File: src/rtl/pfm_pkg.sv
package pfm_pkg;

    localparam int unsigned FSEL_W = 4;
    localparam int unsigned OVR_W  = 2;
    localparam int unsigned CFG_W  = FSEL_W + 3 * OVR_W;

    localparam logic [FSEL_W-1:0] FSEL_NONE = 4'hF;

    typedef enum logic [OVR_W-1:0] {
        OVR_PASS = 2'd0,
        OVR_INV  = 2'd1,
        OVR_LOW  = 2'd2,
        OVR_HIGH = 2'd3
    } ovr_e;

    typedef struct packed {
        logic [FSEL_W-1:0] fsel;
        ovr_e              out_ov;
        ovr_e              oe_ov;
        ovr_e              in_ov;
    } pin_cfg_t;

    localparam pin_cfg_t CFG_RESET = '{
        fsel:   FSEL_NONE,
        out_ov: OVR_PASS,
        oe_ov:  OVR_PASS,
        in_ov:  OVR_PASS
    };

    typedef struct packed {
        logic val;
        logic en;
    } drive_t;

    function automatic logic apply_ovr(input ovr_e mode, input logic sig);
        logic r;
        case (mode)
            OVR_PASS: r = sig;
            OVR_INV:  r = ~sig;
            OVR_LOW:  r = 1'b0;
            default:  r = 1'b1;
        endcase
        return r;
    endfunction

endpackage

File: src/rtl/pfm_cfg_regs.sv
module pfm_cfg_regs
    import pfm_pkg::*;
#(
    parameter int unsigned NPINS = 30,
    parameter int unsigned PIN_W = 5
) (
    input  logic                    clk,
    input  logic                    rst,
    input  logic                    wr_en,
    input  logic [PIN_W-1:0]        wr_pin,
    input  pin_cfg_t                wr_cfg,
    output pin_cfg_t [NPINS-1:0]    cfg_q
);

    for (genvar p = 0; p < NPINS; p++) begin : g_pin
        logic hit;
        assign hit = wr_en && (wr_pin == PIN_W'(p));

        always_ff @(posedge clk) begin
            if (rst) begin
                cfg_q[p] <= CFG_RESET;
            end else if (hit) begin
                cfg_q[p] <= wr_cfg;
            end
        end
    end

endmodule

File: src/rtl/pfm_pin_path.sv
module pfm_pin_path
    import pfm_pkg::*;
#(
    parameter int unsigned PIN_IDX = 0,
    parameter int unsigned NFUNC   = 10,
    parameter int unsigned NCH     = 8,
    parameter int unsigned NCHAN   = NFUNC * NCH,
    parameter int unsigned CHAN_W  = $clog2(NCHAN)
) (
    input  pin_cfg_t            cfg,
    input  logic [NCHAN-1:0]    periph_out,
    input  logic [NCHAN-1:0]    periph_oe,
    input  logic                pad_in,
    output logic                pad_out,
    output logic                pad_oe,
    output logic                sel_valid,
    output logic [CHAN_W-1:0]   sel_chan,
    output logic                in_val
);

    localparam int unsigned       LANE    = PIN_IDX % NCH;
    localparam logic [FSEL_W-1:0] NFUNC_L = FSEL_W'(NFUNC);

    drive_t sel_drv;

    // Channel index from the computed slot table.
    assign sel_valid = (cfg.fsel < NFUNC_L);
    assign sel_chan  = CHAN_W'(cfg.fsel) * CHAN_W'(NCH) + CHAN_W'(LANE);

    always_comb begin
        sel_drv = '{val: 1'b0, en: 1'b0};
        if (sel_valid) begin
            sel_drv.val = periph_out[sel_chan];
            sel_drv.en  = periph_oe[sel_chan];
        end
    end

    assign pad_out = apply_ovr(cfg.out_ov, sel_drv.val);
    assign pad_oe  = apply_ovr(cfg.oe_ov,  sel_drv.en);
    assign in_val  = apply_ovr(cfg.in_ov,  pad_in);

endmodule

File: src/rtl/pfm_in_fanout.sv
module pfm_in_fanout #(
    parameter int unsigned NPINS  = 30,
    parameter int unsigned NCHAN  = 80,
    parameter int unsigned CHAN_W = $clog2(NCHAN)
) (
    input  logic [NPINS-1:0]              sel_valid,
    input  logic [NPINS-1:0][CHAN_W-1:0]  sel_chan,
    input  logic [NPINS-1:0]              in_val,
    output logic [NCHAN-1:0]              periph_in
);

    // Every channel collects the OR of all pins that currently map onto it.
    always_comb begin
        periph_in = '0;
        for (int c = 0; c < NCHAN; c++) begin
            for (int p = 0; p < NPINS; p++) begin
                if (sel_valid[p] && (sel_chan[p] == CHAN_W'(c))) begin
                    periph_in[c] = periph_in[c] | in_val[p];
                end
            end
        end
    end

endmodule

File: src/rtl/pin_func_mux.sv
module pin_func_mux
    import pfm_pkg::*;
#(
    parameter int unsigned NPINS  = 30,
    parameter int unsigned NFUNC  = 10,
    parameter int unsigned NCH    = 8,
    parameter int unsigned PIN_W  = $clog2(NPINS),
    parameter int unsigned NCHAN  = NFUNC * NCH
) (
    input  logic                clk,
    input  logic                rst,
    input  logic                wr_en,
    input  logic [PIN_W-1:0]    wr_pin,
    input  logic [CFG_W-1:0]    wr_data,
    input  logic [NPINS-1:0]    pad_in,
    output logic [NPINS-1:0]    pad_out,
    output logic [NPINS-1:0]    pad_oe,
    input  logic [NCHAN-1:0]    periph_out,
    input  logic [NCHAN-1:0]    periph_oe,
    output logic [NCHAN-1:0]    periph_in
);

    localparam int unsigned CHAN_W = $clog2(NCHAN);

    pin_cfg_t [NPINS-1:0]             cfg_q;
    logic     [NPINS-1:0]             sel_valid;
    logic     [NPINS-1:0][CHAN_W-1:0] sel_chan;
    logic     [NPINS-1:0]             in_val;

    pfm_cfg_regs #(
        .NPINS (NPINS),
        .PIN_W (PIN_W)
    ) i_regs (
        .clk    (clk),
        .rst    (rst),
        .wr_en  (wr_en),
        .wr_pin (wr_pin),
        .wr_cfg (pin_cfg_t'(wr_data)),
        .cfg_q  (cfg_q)
    );

    for (genvar p = 0; p < NPINS; p++) begin : g_path
        pfm_pin_path #(
            .PIN_IDX (p),
            .NFUNC   (NFUNC),
            .NCH     (NCH),
            .NCHAN   (NCHAN),
            .CHAN_W  (CHAN_W)
        ) i_path (
            .cfg        (cfg_q[p]),
            .periph_out (periph_out),
            .periph_oe  (periph_oe),
            .pad_in     (pad_in[p]),
            .pad_out    (pad_out[p]),
            .pad_oe     (pad_oe[p]),
            .sel_valid  (sel_valid[p]),
            .sel_chan   (sel_chan[p]),
            .in_val     (in_val[p])
        );
    end

    pfm_in_fanout #(
        .NPINS  (NPINS),
        .NCHAN  (NCHAN),
        .CHAN_W (CHAN_W)
    ) i_fanout (
        .sel_valid (sel_valid),
        .sel_chan  (sel_chan),
        .in_val    (in_val),
        .periph_in (periph_in)
    );

endmodule

File: config.mk
export PLATFORM = sky130hd
export DESIGN_NAME = pin_func_mux
export DESIGN_NICKNAME = d
export VERILOG_FILES = /design/src/rtl/pfm_pkg.sv /design/src/rtl/pfm_cfg_regs.sv /design/src/rtl/pfm_pin_path.sv /design/src/rtl/pfm_in_fanout.sv /design/src/rtl/pin_func_mux.sv
export SDC_FILE = /design/constraint.sdc
export NUM_CORES = 1
export LEC_CHECK = 0
export ABC_AREA = 1
export BUFFER_PORTS_ARGS = -buffer_cell sky130_fd_sc_hd__buf_2
export CAP_MARGIN = 10
export CORE_UTILIZATION = 25
export DETAILED_ROUTE_END_ITERATION = 8
export PLACE_DENSITY = 0.46
export SLEW_MARGIN = 20
export SYNTH_ARGS = -nofsm -noshare
export SYNTH_HDL_FRONTEND = slang
export SYNTH_SLANG_ARGS = --single-unit
File: constraint.sdc
create_clock -name clk -period 1.8 [get_ports clk]
set_input_delay 0.18 -clock clk [delete_from_list [all_inputs] [get_ports clk]]
set_output_delay 0.18 -clock clk [all_outputs]
set_load 0.02 [all_outputs]
==> impl_metrics.yaml, run 1 <==
timing:
  rsz0062_at_grt: "true"
  setup_viol: 140
  tns_ns: -20.26
  timing.fmax_ghz: 0.478
  worstMarginPinSlew_ns: 0.609
  slew_headroom: 0.594
  fin_ws_ns: -0.291
  final-hold-violation-count: 0
  period_share: 1.16
  hold_slack_ns: 0.121
  slew_viol_final: 0
  finalCriticalPeriod_ns: 2.09
  fin_worst_skew_ns: 0
logic_synthesis:
  async_reset_ff_frac: 0
  synth_largest_area_cell: "nand2_1"
  synth_top_area_frac: 0.283
  synth_area_um2: 22600
  ys_ff_latch: 300
  netlist_instances: 4109
  synth_edf_count: 0
  synth_warnings: 0
  synth-seq-area-share: 0.265
  syn_area_per_cell_um2: 5.51
  synth_cell_type_count: 28
  synthFlopType: "dfxtp_1"
  yosys-top-cells-area: "nand2_1, dfxtp_1, o21ai_0, inv_1, nor2_1"
  synth_nets: 4317
worst_setup_path:
  slowest_delay_ns: 0.37
  required_ns: 1.62
  cp_common_cell: "buf_4"
  start_kind: "register"
  arrival_ns: 1.91
  path_max_fanout: 5
  critical_path_buf_inv_count: 5
  crit_type: "register to output pin"
  crit_slowest_cell: "dfxtp_4"
  endpoint_kind: "output pin"
  critPathTopFamily: "buffers and inverters"
  path_cells: "buf_12, clkinvlp_4, buf_4, buf_6, nand2_4, nor2_4, nand2_1, nand4_1, buf_4"
global_routing:
  antenna_found_initial: 13
  grt_max_degree: 76
  grt_pass1_wl_mm: 147
  grt_pass1_vias: 25425
  globalRouteOverflowTotal: 0
  grt_usage: 0.206
drt:
  drc: 0
  post_drt_wl_per_cell_um: 17.4
  first_pass_iters: 8
  routed_wl_mm: 99.2
  ant_nets: 0
  drt-vias-per-instance: 4.82
  vias: 27465
  drt_iter0_drc: 1931
power_and_ir_drop:
  p_seq_frac: 0.374
  p_int_uw: 12700
  p_comb_frac: 0.163
  netSwitchingPower_uw: 5360
  power_uw: 18100
  p_clk_frac: 0.463
  ir_drop_uv: 444
  p_leak_uw: 0.0157
  switching_share: 0.296
  power_density_nw_per_um2: 548
clocking:
  path_clk_slew_ns: 0.05
  clockBufferDepth: 3
  cts.sinks: 300
  cts_tree: "built"
  insertion_delay_ns: 0.55
  htree_levels: 2
  cts_root_buf: "clkbuf_16"
  numCtsBuffers: 42
die:
  initial_utilization: 0.252
  core_um2: 89900
  die_x_um: 303
  die-area_um2: 91800
  die_h_um: 303
  num_rows: 110
  io_pins: 348
final_layout:
  area_growth_pct: 45.7
  largest_reg_flops: 300
  reg.largest.list: "i_regs.cfg_q: 300 flops"
  finalInstanceArea_um2: 33000
  drive_gt1_frac: 0.358
  final_nets: 4698
  largest_register: "i_regs.cfg_q"
run:
  maxCapViolCount: 0
placed_design:
  globalplace.congestion: 0.925
  place_hpwl_mm: 70.0
  dpl-instance-area_um2: 25800
  pre_cts_ws_ns: 0.0191
  place.port_buffers: 347
min_path:
  min_path_type: "input pin to register"
run_status:
  status: "finished with violations"
  violations: "negative setup slack"
## final timing paths
check / startpoint / to / slack [ns] / cells past startpoint
worst max-delay path: i_regs.cfg_q[216] / periph_in[37] / -0.29 / 9
worst min-delay path: wr_pin[1] / i_regs.cfg_q[141] / 0.12 / 3
worst max register to register: i_regs.cfg_q[216] / i_regs.cfg_q[216] / 0.57 / 6
worst min register to register: i_regs.cfg_q[271] / i_regs.cfg_q[271] / 0.46 / 2
## power by group through the flow
| stage | registers (µW) | clock network, µW | logic, µW |
|---|---|---|---|
| CTS | 6780 | 8640 | 2660 |
| global placement | 6940 | 0 | 2320 |
| detailed placement | 6940 | 0 | 2320 |
| global route | 6770 | 8870 | 3200 |
| floorplan | 6910 | 0 | 1250 |
| finish | 6770 | 8370 | 2940 |
## metrics by stage
step / utilization / cells
3_5_place_dp: 0.287 / 5507
2_1_floorplan: - / 4109
3_3_place_gp: 0.287 / 5507
5_1_grt: 0.367 / 5694
6_report: 0.367 / 5696
4_1_cts: 0.341 / 5643
## cell usage after synthesis, types with 5 or more instances
| master | number |
|---|---|
| nand2_1 | 1707 |
| o21ai_0 | 361 |
| inv_1 | 353 |
| nor2_1 | 335 |
| dfxtp_1 | 300 |
| a21oi_1 | 227 |
| nand3_1 | 223 |
| nand4_1 | 161 |
| clkbuf_1 | 104 |
| buf_4 | 69 |
| buf_2 | 59 |
| o211ai_1 | 55 |
| nor3_1 | 41 |
| clkinv_1 | 20 |
| inv_2 | 17 |
| nand3b_1 | 9 |
| xor2_1 | 9 |
| buf_6 | 7 |
| nand2_2 | 7 |
| nor2_4 | 7 |
| o2111ai_1 | 7 |
| o221ai_1 | 7 |
| buf_1 | 6 |
| nor2_2 | 5 |
| o21ai_1 | 5 |
## layer usage
metal,up-vias,part of all wire,global-route usage
li1,13964,-,-
met1,12594,0.45,0.275
met2,718,0.46,0.341
met3,171,0.052,0.0296
met4,18,0.028,0.0619
met5,-,0.0012,0
## what timing repair did
action / 4_1_cts / 5_1_grt
buffers inserted: 41 / 37
cloned: 23 / 14
endpoints found under the setup margin: 140 / 140
resized for setup: 1095 / 585
pin swaps: 217 / 393
hold buffers: 2 / 0
hold endpoints to repair: 6 / 0
## final cells by class
cell class	instances	area (µm²)
fill	9806	56900
multi-input combinational	3174	17200
sequential	300	6250
timing repair buffer	582	5130
inverter	390	1540
tap	1176	1470
clock buffer	55	1170
clock inverter	16	186
antenna	3	7.51
## placed cells by master, fill, tap and decap left out, drive strengths merged, types with 7 or more instances in the layout
master | synthesis | layout
nand3b | 9 | 9
o221ai | 7 | 7
nand4 | 161 | 161
o21ai | 366 | 366
clkinvlp | 0 | 8
clkinv | 20 | 24
inv | 370 | 371
clkbuf | 104 | 63
a21oi | 227 | 227
nor2 | 347 | 347
nand3 | 225 | 225
xor2 | 9 | 9
buf | 141 | 570
dfxtp | 300 | 300
nor3 | 41 | 41
nand2 | 1718 | 1718
o2111ai | 7 | 7
o211ai | 55 | 55
## kinds of logic after synthesis
family / share of synthesized area
simple gates: 0.454
buf+inv: 0.122
flops: 0.265
compound gates: 0.155
xor+xnor: 0.00348
## worst reg2reg max path, stage by stage (launching register included)
cell	delay (ns)
dfxtp_4	0.37
buf_12	0.12
clkinvlp_4	0.13
buf_4	0.16
buf_6	0.12
buf_4	0.13
o21ai_0	0.14
No activity file was read; power rests on OpenSTA's default activity.
==> inputs of run 2 (changes only) <==
Settings changed: ABC_AREA 1 to unset, PLACE_DENSITY 0.46 to unset, PLACE_DENSITY_LB_ADDON set to 0.2.
==> run 2 against run 1 <==
The run still ends with negative setup slack left. Non-clock buffer count rose by 208. First-iteration DRC count is 37% lower. Final area fell by 3.8%. Total power is essentially flat. Area after synthesis is 8.5% lower. Utilization is 2.0 points higher. Worst hold slack worse by 0.077 ns. Synthesized cell count is 42% lower. Final cell count shrank 29%. Fmax is 16% lower. Count of clock-buffer cells in the layout is 5 higher. Highest routed layer unchanged.
==> impl_metrics.yaml, run 2 <==
logic_synthesis:
  synth_edf_count: 0
  synth_commonest_cells: "dfxtp_1, nor2_1, nand2_1"
  synth-seq-area-share: 0.290
  synth_area_um2: 20700
  netlist_instances: 2377
  synth_top_area_frac: 0.290
  async_reset_ff_frac: 0
  synthFlopType: "dfxtp_1"
  synth_nets: 2585
  ys_ff_latch: 300
  synth_cell_type_count: 64
  synth_warnings: 0
  synth_most_common_cell: "dfxtp_1"
  synth_largest_area_cell: "dfxtp_1"
  syn_area_per_cell_um2: 8.72
  yosys-top-cells-area: "dfxtp_1, mux4_2, mux2i_1, nor2b_1, a211o_1"
final_layout:
  reg.largest.list: "i_regs.cfg_q: 300 flops"
  final_cell_mix: "buf_4, buf_2, nor2_1"
  finalInstanceArea_um2: 31700
  area_growth_pct: 53.2
  fillers: 8133
  drive_gt1_frac: 0.528
  multiInputGateArea_um2: 16300
  fin_cells: 4031
  largest_register: "i_regs.cfg_q"
  final_common_cell: "buf_4"
  final_nets: 3137
  largest_reg_flops: 300
  seq_area_um2: 6260
global_routing:
  antenna_found_initial: 11
  grt_usage: 0.208
  grt_pass1_vias: 21305
  grt_pass1_wl_mm: 135
  globalRouteOverflowTotal: 0
  grt_max_degree: 64
die:
  die-area_um2: 84000
  num_rows: 105
  die_x_um: 290
  initial_utilization: 0.253
  die_h_um: 290
  io_pins: 348
  core_um2: 82000
timing:
  timing.fmax_ghz: 0.401
  slew_viol_final: 0
  final-hold-violation-count: 0
  rsz0062_at_grt: "true"
  worstMarginPinSlew_ns: 0.742
  fin_worst_skew_ns: 0
  fin_ws_ns: -0.696
  finalCriticalPeriod_ns: 2.50
  slew_headroom: 0.502
  period_share: 1.39
  setup_viol: 140
  tns_ns: -61.06
placed_design:
  place_hpwl_mm: 65.3
  place.port_buffers: 347
  globalplace.congestion: 0.930
  dpl.cell_count: 3894
  pre_cts_ws_ns: -0.363
  dpl-instance-area_um2: 25700
worst_setup_path:
  required_ns: 1.62
  reg2reg_depth: 5
  critPathTopFamily: "multiplexers"
  arrival_ns: 2.32
  r2r_start: "i_regs.cfg_q[77]"
  critical_path_buf_inv_count: 2
  crit_type: "register to output pin"
  path_cells: "buf_6, mux4_2, and2_4, a211oi_2, nor3_2, xor2_1, buf_4"
  endpoint_kind: "output pin"
  r2r-end: "i_regs.cfg_q[77]"
  slowest_delay_ns: 0.51
  crit_slowest_cell: "mux4_2"
  reg2reg_slack_ns: 0.62
  path_max_fanout: 4
  start_kind: "register"
power_and_ir_drop:
  ir_drop_uv: 682
  power_uw: 18100
  power_density_nw_per_um2: 569
  p_leak_uw: 0.0131
drt:
  drc: 0
  routed_wl_mm: 90.9
  drt_iter0_drc: 1221
  ant_nets: 0
  vias: 21067
  post_drt_wl_per_cell_um: 22.6
  first_pass_iters: 5
  drt-vias-per-instance: 5.23
clocking:
  clockBufferDepth: 3
  insertion_delay_ns: 0.56
  htree_levels: 2
  hold_buffers: 0
  numCtsBuffers: 42
  cts_root_buf: "clkbuf_16"
  path_clk_slew_ns: 0.05
  cts_tree: "built"
  cts.sinks: 300
min_path:
  hold_end: "i_regs.cfg_q[110]"
  hold_depth: 2
  min-delay-start: "rst"
  min_path_type: "input pin to register"
run_status:
  violations: "negative setup slack"
  status: "finished with violations"
run:
  maxCapViolCount: 0
## run 2: cell count changes after synthesis, sizes merged, moves of 96 or more
| cell | before | now |
|---|---|---|
| nand3 | 225 | 108 |
| mux4 | 0 | 102 |
| nand4 | 161 | 7 |
| nor2 | 347 | 223 |
| inv | 370 | 28 |
| nor2b | 0 | 140 |
| o21ai | 366 | 22 |
| nand2 | 1718 | 205 |
| mux2i | 0 | 191 |
| a21oi | 227 | 100 |
| a211o | 0 | 96 |
## run 2: worst reg2reg max path, cell delays in order, from the launching register on
cell	delay (ns)
dfxtp_4	0.37
buf_4	0.14
buf_4	0.15
inv_2	0.10
nor2_1	0.06
a211o_1	0.26
## run 2: cell families (layout without fill, tap and decap cells)
| family | after synthesis | after routing | share of synthesized area |
|---|---|---|---|
| muxes | 304 | 304 | 0.209 |
| AOI/OAI and AO/OA | 449 | 449 | 0.161 |
| xor gates and xnor gates | 91 | 91 | 0.0385 |
| other | 0 | 2 | 0 |
| DFF | 300 | 300 | 0.290 |
| buffers and inverters | 312 | 894 | 0.0756 |
| and+or+nand+nor | 921 | 921 | 0.225 |
## run 2: metal layers
layer  vias up  share of wire  global-route usage  wire length, µm
li1       9749              -                   -                -
met1     10487           0.43               0.265            38800
met2       663           0.50               0.365            45200
met3       154          0.050              0.0302             4560
met4        14          0.025              0.0579             2270
met5         -         0.0010                   0               95
## run 2: metrics by stage
stage | hold slack, ns | util
2_1_floorplan | 0.333 | -
3_3_place_gp | 0.444 | 0.313
3_5_place_dp | 0.450 | 0.313
4_1_cts | 0.0326 | 0.370
5_1_grt | 0.0347 | 0.387
6_report | 0.0437 | 0.387
## run 2: layout make-up
cell class,instances,area share
Clock buffer,60,0.0394
Clock inverter,14,0.00583
Tap cell,1070,0.0422
Timing Repair Buffer,790,0.198
Inverter,30,0.00378
Multi-Input combinational cell,1765,0.513
Antenna cell,2,0.000158
Sequential cell,300,0.197
## run 2: what timing repair did
action                     4_1_cts  5_1_grt
gates resized for setup        772      259
buffers inserted                59       37
pin swaps                      261      178
setup endpoints to repair      140      140
## run 2: power by group
| part | switching [µW] | leakage [µW] | internal [µW] | total, µW |
|---|---|---|---|---|
| combinational | 1440 | 0.00998 | 1200 | 2640 |
| sequential | 104 | 0.00242 | 6650 | 6750 |
| clock | 3290 | 0.000701 | 5390 | 8680 |
| total | 4830 | 0.0131 | 13200 | 18100 |
## run 2: worst max-delay path by stage
stage / startpoint / end / slack [ns] / depth (start not counted)
2_1_floorplan: i_regs.cfg_q[128] / periph_in[12] / -0.08 / 3
3_3_place_gp: i_regs.cfg_q[267] / pad_out[26] / -0.32 / 6
3_5_place_dp: i_regs.cfg_q[207] / pad_oe[20] / -0.36 / 6
4_1_cts: i_regs.cfg_q[207] / pad_oe[20] / -0.84 / 6
5_1_grt: i_regs.cfg_q[197] / pad_oe[19] / -0.85 / 7
6_report: i_regs.cfg_q[197] / pad_oe[19] / -0.70 / 7
